==> config.mk <==
export PLATFORM = sky130hd
export DESIGN_NAME = sem_cell
export DESIGN_NICKNAME = d
export VERILOG_FILES = /design/src/rtl/semcell_pkg.sv /design/src/rtl/semcell_give.sv /design/src/rtl/semcell_take.sv /design/src/rtl/semcell_waiters.sv /design/src/rtl/sem_cell.sv
export SDC_FILE = /design/constraint.sdc
export NUM_CORES = 1
export LEC_CHECK = 0
export BUFFER_PORTS_ARGS = -buffer_cell sky130_fd_sc_hd__buf_4
export CORE_UTILIZATION = 35
export DETAILED_ROUTE_END_ITERATION = 16
export GPL_TIMING_DRIVEN = 0
export MAX_ROUTING_LAYER = met4
export PLACE_DENSITY = 0.52
export SYNTH_ARGS = -nofsm -noshare
export SYNTH_HDL_FRONTEND = slang
export SYNTH_HIERARCHICAL = 1
export SYNTH_SLANG_ARGS = --single-unit
export TNS_END_PERCENT = 100
==> constraint.sdc <==
create_clock -name clk_i -period 7.6 [get_ports clk_i]
set_clock_uncertainty 0.1 [all_clocks]
set_input_delay 0.38 -clock clk_i [delete_from_list [all_inputs] [get_ports clk_i]]
set_output_delay 0.38 -clock clk_i [all_outputs]
set_load 0.05 [all_outputs]
==> src/rtl/semcell_pkg.sv <==
package semcell_pkg;
  typedef enum logic [1:0] {
    VW_RAW  = 2'd0,
    VW_CFG  = 2'd1,
    VW_WAIT = 2'd2,
    VW_POLL = 2'd3
  } view_e;
endpackage

==> src/rtl/semcell_give.sv <==
module semcell_give #(
  parameter int NPORT = 2,
  parameter int CNT_W = 16
) (
  input  logic [CNT_W-1:0] cnt_i,
  input  logic [NPORT-1:0] give_i,
  output logic [CNT_W-1:0] cnt_o,
  output logic             any_o
);
  localparam int PC_W  = $clog2(NPORT + 1);
  localparam int SUM_W = CNT_W + PC_W;
  localparam logic [SUM_W-1:0] LIMIT = SUM_W'({CNT_W{1'b1}});

  logic [PC_W-1:0]  n_give;
  logic [SUM_W-1:0] sum;

  always_comb begin
    n_give = '0;
    for (int i = 0; i < NPORT; i++) n_give = n_give + PC_W'(give_i[i]);
    sum   = SUM_W'(cnt_i) + SUM_W'(n_give);
    cnt_o = (sum > LIMIT) ? {CNT_W{1'b1}} : sum[CNT_W-1:0];
  end

  assign any_o = |give_i;
endmodule

==> src/rtl/semcell_take.sv <==
module semcell_take #(
  parameter int NPORT = 2,
  parameter int CNT_W = 16
) (
  input  logic [CNT_W-1:0]            cnt_i,
  input  logic [NPORT-1:0]            take_i,
  input  logic [NPORT-1:0]            wait_i,
  output logic [CNT_W-1:0]            cnt_o,
  output logic [NPORT-1:0][CNT_W-1:0] val_o,
  output logic [NPORT-1:0]            blk_o
);
  logic [CNT_W-1:0] stage [NPORT+1];

  assign stage[0] = cnt_i;

  // takes served in ascending port order
  for (genvar p = 0; p < NPORT; p++) begin : g_stage
    logic nz;
    assign nz           = |stage[p];
    assign val_o[p]     = take_i[p] ? stage[p] : '0;
    assign blk_o[p]     = take_i[p] && wait_i[p] && !nz;
    assign stage[p+1]   = (take_i[p] && nz) ? stage[p] - CNT_W'(1) : stage[p];
  end

  assign cnt_o = stage[NPORT];
endmodule

==> src/rtl/semcell_waiters.sv <==
module semcell_waiters #(
  parameter int NPORT   = 2,
  parameter int NTHREAD = 8,
  parameter int TID_W   = 3
) (
  input  logic                        clk_i,
  input  logic                        rst_ni,
  input  logic [NPORT-1:0]            blk_i,
  input  logic [NPORT-1:0][TID_W-1:0] tid_i,
  input  logic                        give_i,
  output logic [NTHREAD-1:0]          mask_o,
  output logic [NTHREAD-1:0]          wake_o
);
  logic [NTHREAD-1:0] mask_q, mask_d, add, wake_q;

  always_comb begin
    add = '0;
    for (int p = 0; p < NPORT; p++)
      if (blk_i[p]) add[tid_i[p]] = 1'b1;
    // give empties the old mask; same-cycle blockers remain
    mask_d = (give_i ? '0 : mask_q) | add;
  end

  always_ff @(posedge clk_i or negedge rst_ni) begin
    if (!rst_ni) begin
      mask_q <= '0;
      wake_q <= '0;
    end else begin
      mask_q <= mask_d;
      wake_q <= give_i ? mask_q : '0;
    end
  end

  assign mask_o = mask_q;
  assign wake_o = wake_q;
endmodule

==> src/rtl/sem_cell.sv <==
module sem_cell
  import semcell_pkg::*;
#(
  parameter int NPORT   = 2,
  parameter int NTHREAD = 8,
  parameter int CNT_W   = 16,
  parameter int TID_W   = (NTHREAD > 1) ? $clog2(NTHREAD) : 1
) (
  input  logic                        clk_i,
  input  logic                        rst_ni,
  input  logic [NPORT-1:0]            req_valid_i,
  input  logic [NPORT-1:0]            req_write_i,
  input  logic [NPORT-1:0][1:0]       req_view_i,
  input  logic [NPORT-1:0][TID_W-1:0] req_tid_i,
  input  logic [NPORT-1:0]            req_wdata_i,
  output logic [NPORT-1:0][CNT_W-1:0] rd_data_o,
  output logic [NPORT-1:0]            blocked_o,
  output logic [NTHREAD-1:0]          wake_o
);
  logic [CNT_W-1:0]            cnt_q, cnt_given, cnt_d;
  logic                        fifo_q, fifo_d;
  logic [NPORT-1:0]            give, take, wait_mode, take_blk;
  logic                        any_give;
  logic [NPORT-1:0][CNT_W-1:0] take_val, rd_next, rd_q;
  logic [NPORT-1:0]            blk_q;
  logic [NTHREAD-1:0]          waiter_mask;

  for (genvar p = 0; p < NPORT; p++) begin : g_dec
    logic pv_hit;
    assign pv_hit       = req_valid_i[p] && !fifo_q &&
                          (req_view_i[p] == VW_WAIT || req_view_i[p] == VW_POLL);
    assign give[p]      = pv_hit && req_write_i[p];
    assign take[p]      = pv_hit && !req_write_i[p];
    assign wait_mode[p] = (req_view_i[p] == VW_WAIT);

    always_comb begin
      rd_next[p] = '0;
      if (req_valid_i[p] && !req_write_i[p]) begin
        case (req_view_i[p])
          VW_RAW:  rd_next[p] = cnt_q;
          VW_CFG:  rd_next[p] = CNT_W'(fifo_q);
          default: rd_next[p] = take_val[p];
        endcase
      end
    end
  end

  semcell_give #(.NPORT(NPORT), .CNT_W(CNT_W)) u_give (
    .cnt_i  (cnt_q),
    .give_i (give),
    .cnt_o  (cnt_given),
    .any_o  (any_give)
  );

  semcell_take #(.NPORT(NPORT), .CNT_W(CNT_W)) u_take (
    .cnt_i  (cnt_given),
    .take_i (take),
    .wait_i (wait_mode),
    .cnt_o  (cnt_d),
    .val_o  (take_val),
    .blk_o  (take_blk)
  );

  semcell_waiters #(.NPORT(NPORT), .NTHREAD(NTHREAD), .TID_W(TID_W)) u_wait (
    .clk_i  (clk_i),
    .rst_ni (rst_ni),
    .blk_i  (take_blk),
    .tid_i  (req_tid_i),
    .give_i (any_give),
    .mask_o (waiter_mask),
    .wake_o (wake_o)
  );

  // highest port index wins the config write
  always_comb begin
    fifo_d = fifo_q;
    for (int p = 0; p < NPORT; p++)
      if (req_valid_i[p] && req_write_i[p] && req_view_i[p] == VW_CFG)
        fifo_d = req_wdata_i[p];
  end

  always_ff @(posedge clk_i or negedge rst_ni) begin
    if (!rst_ni) begin
      cnt_q  <= '0;
      fifo_q <= 1'b0;
      rd_q   <= '0;
      blk_q  <= '0;
    end else begin
      cnt_q  <= cnt_d;
      fifo_q <= fifo_d;
      rd_q   <= rd_next;
      blk_q  <= take_blk;
    end
  end

  assign rd_data_o = rd_q;
  assign blocked_o = blk_q;
endmodule

* Word level (Yosys, flattened, before mapping)
Index checks and enable logic that the tools add are counted.
Word-level totals: register bits after elaboration 67, input port bits 18, output and inout port bits 42, logic and storage cells 78
Operators by class: add/subtract/negate cells 4, order comparisons 5, equal/unequal tests 6, muxes and demuxes 19, bitwise logic cells 2, reduce and logical (&&, ||, !) cells 35
Operator list (count):
- $mux W16 | 7
- $pmux W16 S2 | 2
- $mux W8 | 4
- $reduce_or A16 Y1 | 2
- $sub A16 B1 Y16 const B | 2
- $logic_and A1 B1 Y1 | 22
- $gt A18 B16 Y1 const B | 1
- $add A16 B2 Y17 | 1
- $or A8 B8 Y8 | 2
- $eq A2 B2 Y1 const B | 4
- $lt A3 B4 Y1 const B | 2
- $demux W1 S3 | 2
- $ge A3 B1 Y1 const B | 2
- $logic_not A1 Y1 | 5
- $eq A2 B1 Y1 const B | 2
- $logic_not A2 Y1 | 2
- $mux W1 | 4
- $add A1 B1 Y2 | 1
- $logic_or A1 B1 Y1 | 2
- $reduce_bool A2 Y1 | 1
- $reduce_or A2 Y1 | 1

* Logic depth before layout (Yosys ltp)
Gate-level depths: netlist of the first run.
depth after elaboration 16, gate-level depth with buffers 22, depth with buffers taken out 19

* By module
The synthesis of the first run kept the hierarchy.
By module, submodules not included:
- sem_cell | times used 1, cells each 176, area an instance 2100.8 µm²
- semcell_take | times used 1, cells each 211, area an instance 1421.4 µm²
- semcell_waiters | times used 1, cells each 55, area an instance 660.6 µm²
- semcell_give | times used 1, cells each 64, area an instance 436.7 µm²

* Worst setup path before layout of the first run
Ideal clock, no wire load.
kind input -> register, start input req_view_i[1] in the netlist's numbering, end register u_wait.mask_q[1] (netlist: u_wait/mask_o[1]), arrival 4.923 ns, data required time 7.384 ns, path slack 2.461 ns, stages 22, cells stage by stage buf_6 buf_4 and4b_1 fa_1 ha_1 nand3_1 or2_4 or2b_1 clkbuf_1 inv_1 ha_1 nor3b_1 nand4_2 and2_1 clkbuf_1 xnor2_1 ha_1 nor4bb_1 nand3_1 nor3_1 nand2b_1 o311ai_0
On the way: longest elaborated chain between the ends 16
RTL lines:
- start: declaration | line sem_cell.sv:13 | input logic [NPORT-1:0][1:0] req_view_i,
- $eq A2 B2 Y1 | line sem_cell.sv:31 | (req_view_i[p] == VW_WAIT || req_view_i[p] == VW_POLL);
- $logic_or A1 B1 Y1 (*) | line sem_cell.sv:31
- $logic_and A1 B1 Y1 (*) | line sem_cell.sv:30 | assign pv_hit = req_valid_i[p] && !fifo_q &&
- $logic_and A1 B1 Y1 (*) | line sem_cell.sv:32 | assign give[p] = pv_hit && req_write_i[p];
- named net give[0] | line sem_cell.sv:22 | logic [NPORT-1:0] give, take, wait_mode, take_blk;
- $add A1 B1 Y2 (*) | line semcell_give.sv:19 | for (int i = 0; i < NPORT; i++) n_give = n_give + PC_W'(give_i[i]);
- $add A16 B2 Y17 (*) | line semcell_give.sv:20 | sum = SUM_W'(cnt_i) + SUM_W'(n_give);
- $gt A18 B16 Y1 | line semcell_give.sv:21 | cnt_o = (sum > LIMIT) ? {CNT_W{1'b1}} : sum[CNT_W-1:0];
- (+1 left out)
- named net cnt_given[0] | line sem_cell.sv:20 | logic [CNT_W-1:0] cnt_q, cnt_given, cnt_d;
- (+2 left out)
- $mux W16 (*) | line semcell_take.sv:22 | assign stage[p+1] = (take_i[p] && nz) ? stage[p] - CNT_W'(1) : stage[p];
- $reduce_or A16 Y1 (*) | line semcell_take.sv:19 | assign nz = |stage[p];
- $logic_not A1 Y1 (*) | line semcell_take.sv:21 | assign blk_o[p] = take_i[p] && wait_i[p] && !nz;
- $logic_and A1 B1 Y1 (*) | line semcell_take.sv:21
- named net take_blk[1] | line sem_cell.sv:22
- $mux W8 (*) | line semcell_waiters.sv:19 | if (blk_i[p]) add[tid_i[p]] = 1'b1;
- $or A8 B8 Y8 (*) | line semcell_waiters.sv:21 | mask_d = (give_i ? '0 : mask_q) | add;
- named net u_wait.mask_d[1] | line semcell_waiters.sv:14 | logic [NTHREAD-1:0] mask_q, mask_d, add, wake_q;
- end signal: assignment | line semcell_waiters.sv:29 | mask_q <= mask_d;
- end: declaration | line semcell_waiters.sv:14
Mark *: on every way through the listed nets, which the timed path passes. A chain may end at the register's enable or synchronous reset.

* Worst setup path after layout of the first run
start register fifo_q, end register u_wait.mask_q[2] (netlist: u_wait/mask_o[2])
On the way: longest elaborated chain between the ends 16
RTL lines:
- start: declaration | line sem_cell.sv:21 | logic fifo_q, fifo_d;
- start signal: assignment | line sem_cell.sv:90 | fifo_q <= fifo_d;
- $logic_not A1 Y1 (*) | line sem_cell.sv:30
- $logic_and A1 B1 Y1 (*) (2 in a row) | line sem_cell.sv:30
- $logic_and A1 B1 Y1 (*) | line sem_cell.sv:32
- named net give[0] | line sem_cell.sv:22
- $add A1 B1 Y2 (*) | line semcell_give.sv:19
- $add A16 B2 Y17 (*) | line semcell_give.sv:20
- $gt A18 B16 Y1 | line semcell_give.sv:21
- $mux W16 (*) | line semcell_give.sv:21
- named net cnt_given[0] | line sem_cell.sv:20
- (+2 left out)
- $mux W16 (*) | line semcell_take.sv:22
- $reduce_or A16 Y1 (*) | line semcell_take.sv:19
- $logic_not A1 Y1 (*) | line semcell_take.sv:21
- $logic_and A1 B1 Y1 (*) | line semcell_take.sv:21
- named net take_blk[1] | line sem_cell.sv:22
- $mux W8 (*) | line semcell_waiters.sv:19
- $or A8 B8 Y8 (*) | line semcell_waiters.sv:21
- named net u_wait.mask_d[2] | line semcell_waiters.sv:14
Marks and branches as above.

==> summary by stage, run 1 <==
Cells and area
The layout has about 1300 filler cells. The net count of the finished layout is between 500 and 600. The most common library cell in the layout ignoring fill and taps is nor2_1.

Compared with the post-synthesis result, the final layout area differs by 19.69%. The finished layout cell area is ~0.0055 mm². The repair_antennas step left the layout with diodes totalling 0. The fraction of layout instances using a drive strength above 1 is a little under a quarter.

The final cell utilization of the core is 43.46%. In the layout the commonest cells are nor2_1, dfrtp_1, buf_4.

Global routing
The number of global-route vias before repair came to between 3000 and 4000. The number of antenna violations at the first check in global routing was 0. Entering global routing, the biggest net connects 68 pins. The total routing resource utilization after global routing is about a fifth. The total overflow left after global routing is 0.

The first global-routing pass estimated 19.65 mm of wire.

Timing
The total negative setup slack is 0 ns. For the finished layout, the period the worst path requires is around 6.4 ns. Setup violations remaining at the end of the flow were counted as 0. After layout, the worst path uses 84.26% of the clock period.

At the pin with the least slew margin, the transition time is between 0.8 and 0.9 ns. For this run, the top clock speed supported by timing is 156.2 MHz. The final worst setup slack is approximately 1.2 ns.

Setup repair after global routing left no endpoint under its margin. The count of endpoints failing hold in the final timing report was 0. The worst pin sits at a relative slew slack of between 40% and 50%.

The total count of max-transition violations in the final report is 0.

Floorplan
The width of the chip is approximately 120 µm. The total area inside the core boundary comes to 0.01272 mm². The floorplan step set the die height to approximately 120 µm. The floorplan step defined a die boundary enclosing 0.01366 mm². The initial cell density of the core is between 30% and 40%.

For this design the top-level I/O count stands at 60. The number of placement rows is between 40 and 50.

CTS
The maximum root-to-sink buffer count is 2. The total CTS buffers is 9. The clock drives 67 sinks. TritonCTS built the clock tree. The H-tree depth is 3. The number of buffers inserted for hold repair after clock tree synthesis is 0. The clock latency at the later pin of the worst-skew pair is 0.33 ns. The number of setup buffers added after CTS is 0. The clock transition time at the flip-flop clock pins of the worst setup and hold paths is roughly 0.06 ns.

In this run the clock root is driven by a clkbuf_16. The total of cells resized after clock tree synthesis is 0.

Setup path
For the worst setup path, the data arrival time is roughly 6.5 ns. The worst endpoint required time is 7.71 ns. The startpoint identified for the worst register-to-register timing path is fifo_q. In this design, the largest share of critical-path delay is due to simple AND/OR/NAND/NOR gates. The worst setup path is captured at a register. The worst setup path is of the reg -> reg kind.

STA classifies the critical path startpoint as a register. The end of the worst register-to-register path is u_wait/mask_o[2]. The maximum cell stage delay along the critical path is ~0.57 ns. For the worst flop-to-flop path, the logic depth is 20. On the critical path, the stage with the largest delay is an instance of nor3_1. The worst path buffer plus inverter count is 3. Setup slack on the worst reg-to-reg path comes out at 1.20 ns. Walking the worst path, the cells encountered are and4b_1 > fa_1 > ha_1 > nand3_1 > or2_4 > or2b_1 > clkbuf_1 > inv_1 > ha_1 > nor3b_1 > nand4_2 > and2_1 > clkbuf_1 > xnor2_1 > ha_1 > nor4bb_1 > nand3_1 > nor3_1 > nand2_1 > o311ai_0.

The cell that appears most often on the critical path is ha_1. Along the worst path, the maximum fanout reaches 10.

Pwr
Combinational logic burns between 40 and 50% of the power. The internal power summed over all cells is about 890 µW. The portion of total power attributed to sequential cells is between 30% and 40%. The peak supply drop is approximately 110 µV. The relative contribution of the clock network to total power is about a quarter. The switching power summed over all nets is roughly 620 µW.

Of the total power, the share spent switching nets is 41.17%. In this run the power density over the cells is 273.3 mW/mm². The overall power of the completed layout is around 1.5 mW.

Summed over all cells, the static leakage comes to between 2 and 2.5 nW.

Placed design
The wire-length estimate of the detail-placed layout is ~9.4 mm. The count of buffers added on input and output ports is between 50 and 60. The placed standard-cell area is 0.005248 mm².

The worst setup slack after placement is 1.058 ns. At the end of routability-driven placement, the weighted congestion stood at roughly 0.89.

Routing
The number of detailed-route iterations in the first pass is 4. After detailed routing, the number of vias per cell comes to 5.100. The count of unresolved DRC violations after routing is 0. For this block, the initial DRC count from the detailed router was 260. The overall routed net length is between 10 and 15 mm. Summing over every cut layer, the via total after detailed routing is roughly 3800. The detail route stage leaves a number of antenna-violating nets equal to 0.

Dividing the detail-routed wire length by the instance count gives about 16 µm.

Synthesis
The number of enable-type register cells in the synthesized netlist is 0. The cell count after synthesis came out at slightly above 500. The most used flip-flop cell after synthesis is dfrtp_1. After synthesis, the mean cell area works out to between 9 and 10 µm².

Synthesis instantiated 69 different standard cells from the library. The post-synthesis async set-or-reset flop share is 100.0%. The share of the Yosys chip area taken by registers is between 30 and 40%.

For this run, the number of Yosys warnings is 6. Summing every instance area after synthesis gives about 0.0046 mm². The number of nets in the synthesized netlist is around 530.

Counting flops and latches in the post-synthesis netlist gives 67.

Run
The tool flagged a number of max-cap violations equal to 0.

Hold path
In this run the worst hold path is classified as in -> async.

Status
The run finished with clean final reports.
-- routing by layer --
layer,GRT usage (%),share of wire [%],vias to the layer above
li1,-,-,1915
met4,5.823,1.1,0
met2,30.93,48,71
met3,3.193,3.3,10
met1,25.74,48,1824
met5,-,0,-
-- stage by stage --
stage | instances | hold WS (ns)
final | 749 | 0.04989
after global routing | 749 | 0.1219
after CTS | 749 | 0.08149
after detailed placement | 733 | 0.3706
after global placement | 733 | 0.3685
after floorplan | 506 | -0.01559
-- sequential cells by signal, summed over array words and instances, names as in the netlist --
register       cells
blocked_o          2
fifo_q             1
cnt_q             16
u_wait/mask_o      8
rd_data_o         32
u_wait/wake_o      8
-- power groups by stage --
stage	clock (mW)	sequential [mW]	combinational (mW)
final	0.388	0.457	0.666
after global routing	0.416	0.464	0.732
after CTS	0.397	0.456	0.661
after detailed placement	0	0.462	0.658
after global placement	0	0.462	0.651
after floorplan	0	0.466	0.485
-- Yosys cell counts, types with 3 or more instances --
library cell  count  share of area (%)
o311ai_0          3               0.57
and2_1           29                3.9
buf_2            10                1.1
and3_1            3               0.41
xor2_1           18                3.4
or2_2             4               0.54
inv_1            13                1.1
nand4_1          13                1.8
nor3b_2          10                2.7
dfrtp_1          67                 36
xnor2_1          12                2.3
ha_1              6                1.6
clkbuf_1         12               0.98
buf_6            10                2.4
or4_1             3               0.49
nand2b_1         10                1.4
o21a_1            3               0.49
buf_4             3               0.49
nand2_2           3               0.41
nand4bb_1         3               0.73
or3_1             3               0.41
o221ai_1          4               0.76
a31oi_1           3               0.41
mux2i_1           6                1.3
o21ai_0           4               0.43
nor2b_1           6               0.81
nor3_1           14                1.5
nand4b_1          7                1.3
nor2_1           69                5.6
nor3b_1          23                3.7
nand2_1          31                2.5
nand3_1          13                1.4
a31o_2            3               0.57
a21oi_1          36                3.9
-- worst register-to-register path: stages (launching register included) --
cell      delay (ns)
dfrtp_1         0.47
and4b_1         0.27
fa_1            0.45
ha_1            0.32
nand3_1         0.11
or2_4           0.15
or2b_1          0.23
clkbuf_1        0.24
inv_1           0.15
ha_1            0.19
nor3b_1         0.24
nand4_2         0.34
and2_1          0.30
clkbuf_1        0.15
xnor2_1         0.36
ha_1            0.25
nor4bb_1        0.49
nand3_1         0.29
nor3_1          0.57
nand2_1         0.27
o311ai_0        0.36
-- layout make-up --
type / instances / area (µm²) / share of cell area, %
Buffer: 35 / 230.2 / 4.164
Clock buffer: 12 / 256.5 / 4.639
Clock inverter: 4 / 25.02 / 0.4526
Inverter: 13 / 48.80 / 0.8826
Multi-Input combinational cell: 391 / 2664 / 48.18
Sequential cell: 67 / 1677 / 30.32
Tap cell: 172 / 215.2 / 3.892
Timing Repair Buffer: 55 / 412.9 / 7.468
-- cell families after synthesis --
| kind of cell | after synthesis | share of synthesized area (%) |
|---|---|---|
| AO/OA/AOI/OAI | 75 | 11.67 |
| AND/OR/NAND/NOR | 269 | 35.81 |
| multiplexers | 10 | 2.438 |
| XOR/XNOR | 30 | 5.688 |
| buffers and inverters | 48 | 6.040 |
| flip-flops | 67 | 36.29 |
| adder cells (fa/ha/maj) | 7 | 2.058 |
-- worst max path at each step --
stage	startpoint	endpoint	cells past startpoint	slack, ns
floorplan	req_view_i[1]	u_wait/mask_o[1]	22	2.46
global placement	req_view_i[1]	u_wait/mask_o[3]	22	1.12
detailed placement	req_view_i[1]	u_wait/mask_o[3]	22	1.06
CTS	fifo_q	u_wait/mask_o[3]	20	1.20
global route	fifo_q	u_wait/mask_o[1]	20	0.69
finish	fifo_q	u_wait/mask_o[2]	20	1.20
(Power assumes the default switching activity.)
==> run 2: changes to the inputs <==
==> constraint.sdc (replaced) <==
create_clock -name clk_i -period 5.9 [get_ports clk_i]
set_clock_uncertainty 0.1 [all_clocks]
set_input_delay 0.295 -clock clk_i [delete_from_list [all_inputs] [get_ports clk_i]]
set_output_delay 0.295 -clock clk_i [all_outputs]
set_load 0.05 [all_outputs]
==> summary by stage, run 2 (same netlist as run 1, synthesis figures left out) <==
Status
The flow ran to the end, and the final reports show no timing, DRC or antenna violations.

Timing
The highest clock frequency the design can meet is 183.2 MHz (+17%). The count of endpoints failing hold in the final timing report is 0 (unchanged). The tightest hold margin is 0.1109 ns (+0.06097 ns). The final setup violation count is 0 (unchanged). The final worst setup slack is 0.4414 ns (-0.7550 ns). The transition at the pin with the smallest max-transition slack is 0.9038 ns (+0.01188 ns). The shortest period the worst path allows is 5.459 ns (-0.9450 ns). The total count of max-transition violations in the final report is 0 (unchanged). The share of the clock period used by the worst path after layout is 92.52% (+8.3 points).

The worst relative slew slack came to 39.62% (-0.79 points). Setup repair after global routing left no endpoint under its margin.

Setup path
The highest fanout seen on the critical path is 9 (-1). The setup slack on the worst flop-to-flop path was 0.44 ns (-0.75 ns). The worst endpoint required time is 6.02 ns (-1.69 ns). The critical path is of the reg -> reg type. The kind of end point of the critical path is a register. The data arrival time at the worst-slack endpoint came to 5.58 ns (-0.93 ns). STA classifies the critical path startpoint as a register.

Pwr
The peak supply drop is 144.7 µV (+27%). The static leakage power came to 2.412 nW (+1.8%). The net switching share of the total power is 41.25% (+0.081 points). The portion of total power attributed to sequential cells is 29.9% (-0.4 points). The relative contribution of the clock network to total power is 25.4% (-0.3 points).

The internal power summed over all cells is 1.158 mW (+30%). The cell area power density is 351.8 mW/mm² (+29%). The fraction of power consumed by combinational cells is 44.6% (+0.5 points). The switching power summed over all nets is 813.0 µW (+31%).

Cells and area
The net count of the finished layout is 601 (+0.67%). The flip-flop count of the largest register after layout is 32 (unchanged). The top cell types in the final layout, fill and taps aside, are nor2_1, dfrtp_1, buf_4. The library cell used most frequently in the layout, excluding fill and tap cells, is nor2_1. The fraction of layout instances using a drive strength above 1 is 24.44% (+1.2 points). The area occupied by multi-input gates was 0.002703 mm² (+1.5%).

From synthesis to final layout, the design area changed by 21.26%. The final cell utilization of the core was 44.03% (+0.57 points). The flip-flop and latch area came to 0.001678 mm² (about the same).

The total inserted antenna cells is 0 (unchanged). The number of inserted filler cells in the final layout is 1268 (-0.24%).

Floorplan
The number of I/O pins is 60 (unchanged). The width of the chip is 116.9 µm (unchanged). The number of placement rows was 41 (unchanged). The initial cell density of the core is 36.31% (unchanged). The area of the core came to 0.01272 mm² (unchanged). The die extent in y is 116.9 µm (unchanged).

The die outline area is 0.01366 mm² (unchanged).

CTS
The clock transition time at the flip-flop clock pins of the worst setup and hold paths was 0.05 ns (about the same). The clock latency at the later pin of the worst-skew pair is 0.33 ns (about the same). The clock sink count came to 67 (unchanged). The maximum root-to-sink buffer count is 2 (unchanged).

The total CTS buffers came to 9 (unchanged). The H-tree depth came to 3 (unchanged). TritonCTS built the clock tree. The clock tree root buffer cell is clkbuf_16.

Global routing
The wire length of the first global-routing pass is 19.64 mm (about the same). The largest net degree at the start of global routing was 68 (unchanged). The total grt overflow came to 0 (unchanged). The number of antenna violations at the first check in global routing is 0 (unchanged). The number of global-route vias before repair is 3735 (-0.027%). The total routing resource utilization after global routing was 19.55% (about the same).

Hold path
The tightest min-delay check is of the in -> reg type.

Routing
The average vias per placed instance is 5.171 (+1.4%). The antenna violation net count after detailed routing is 0 (unchanged). The routed wire length per instance was 16.62 µm (+1.2%). The initial detailed-routing violation count is 223 (-14%). The count of unresolved DRC violations after routing is 0 (unchanged). The overall routed net length came to 12.52 mm (+1.7%).

The number of detailed-route iterations in the first pass is 5 (+1). The count of vias placed by the detailed router came to 3894 (+1.9%).

Placed design
The half-perimeter wire length after detailed placement was 9.381 mm (unchanged). The quantity of I/O buffers inserted on ports was 55 (unchanged). The worst setup slack after placement is -0.5573 ns (-1.615 ns).

The final estimated routing congestion in global placement was 0.8863 (unchanged).

Run
The count of maximum capacitance violations was 0 (unchanged).
-- run 2: layout make-up --
type / instances / share of cell area [%]
Buffer: 35 / 4.110
Sequential cell: 67 / 29.95
Multi-Input combinational cell: 391 / 48.25
Timing Repair Buffer: 59 / 7.952
Clock inverter: 4 / 0.4467
Clock buffer: 12 / 4.579
Tap cell: 172 / 3.842
Inverter: 13 / 0.8711
-- run 2: timing repair --
item,CTS,global route
endpoints found under the setup margin,8,8
hold endpoints to repair,7,0
setup buffers,0,3
gates resized for setup,5,5
hold buffers,1,0
-- run 2: through the flow --
step                area (µm²)  power [mW]  setup TNS, ns  cells
detailed placement        5248       1.443         -3.689    733
global route              5602       2.096              0    753
finish                    5602       1.971              0    753
global placement          5248       1.434         -3.149    733
floorplan                 4619       1.225              0    506
CTS                       5569       1.963              0    750
-- run 2: critical path: stages, from the launching register on --
cell	delay, ns
dfrtp_2	0.43
and4b_1	0.25
fa_1	0.45
ha_1	0.32
nand3_1	0.11
or2_4	0.15
or2b_1	0.23
clkbuf_1	0.25
inv_1	0.15
ha_1	0.15
clkbuf_1	0.31
nor2b_1	0.37
nand2_1	0.18
or4_4	0.56
a211oi_4	0.36
nand3_2	0.21
nor3_4	0.29
nand2_1	0.20
o311ai_1	0.28
-- run 2: per-layer routing --
| metal | wire length (µm) | track usage (%) | vias up | share of wire, % |
|---|---|---|---|---|
| met5 | 0 | - | - | 0 |
| met4 | 131 | 5.823 | 0 | 1.0 |
| met3 | 542 | 3.193 | 10 | 4.3 |
| met2 | 5984 | 30.93 | 94 | 48 |
| met1 | 5856 | 25.72 | 1860 | 47 |
| li1 | - | - | 1930 | - |
-- run 2: worst paths after layout --
kind,from,endpoint,cells past startpoint
max,fifo_q,u_wait/mask_o[2],18
min,req_wdata_i[1],fifo_q,3
max reg2reg,fifo_q,u_wait/mask_o[2],18
min reg2reg,u_wait/mask_o[5],u_wait/wake_o[5],2
max in group asynchronous,rst_ni,fifo_q,2
min in group asynchronous,rst_ni,rd_data_o[11],2
-- run 2: power groups by stage --
stage / clock (mW) / sequential, mW / combinational [mW]
after floorplan: 0 / 0.600 / 0.625
after global placement: 0 / 0.595 / 0.839
after detailed placement: 0 / 0.595 / 0.848
after CTS: 0.512 / 0.588 / 0.864
after global routing: 0.535 / 0.598 / 0.963
final: 0.501 / 0.590 / 0.880
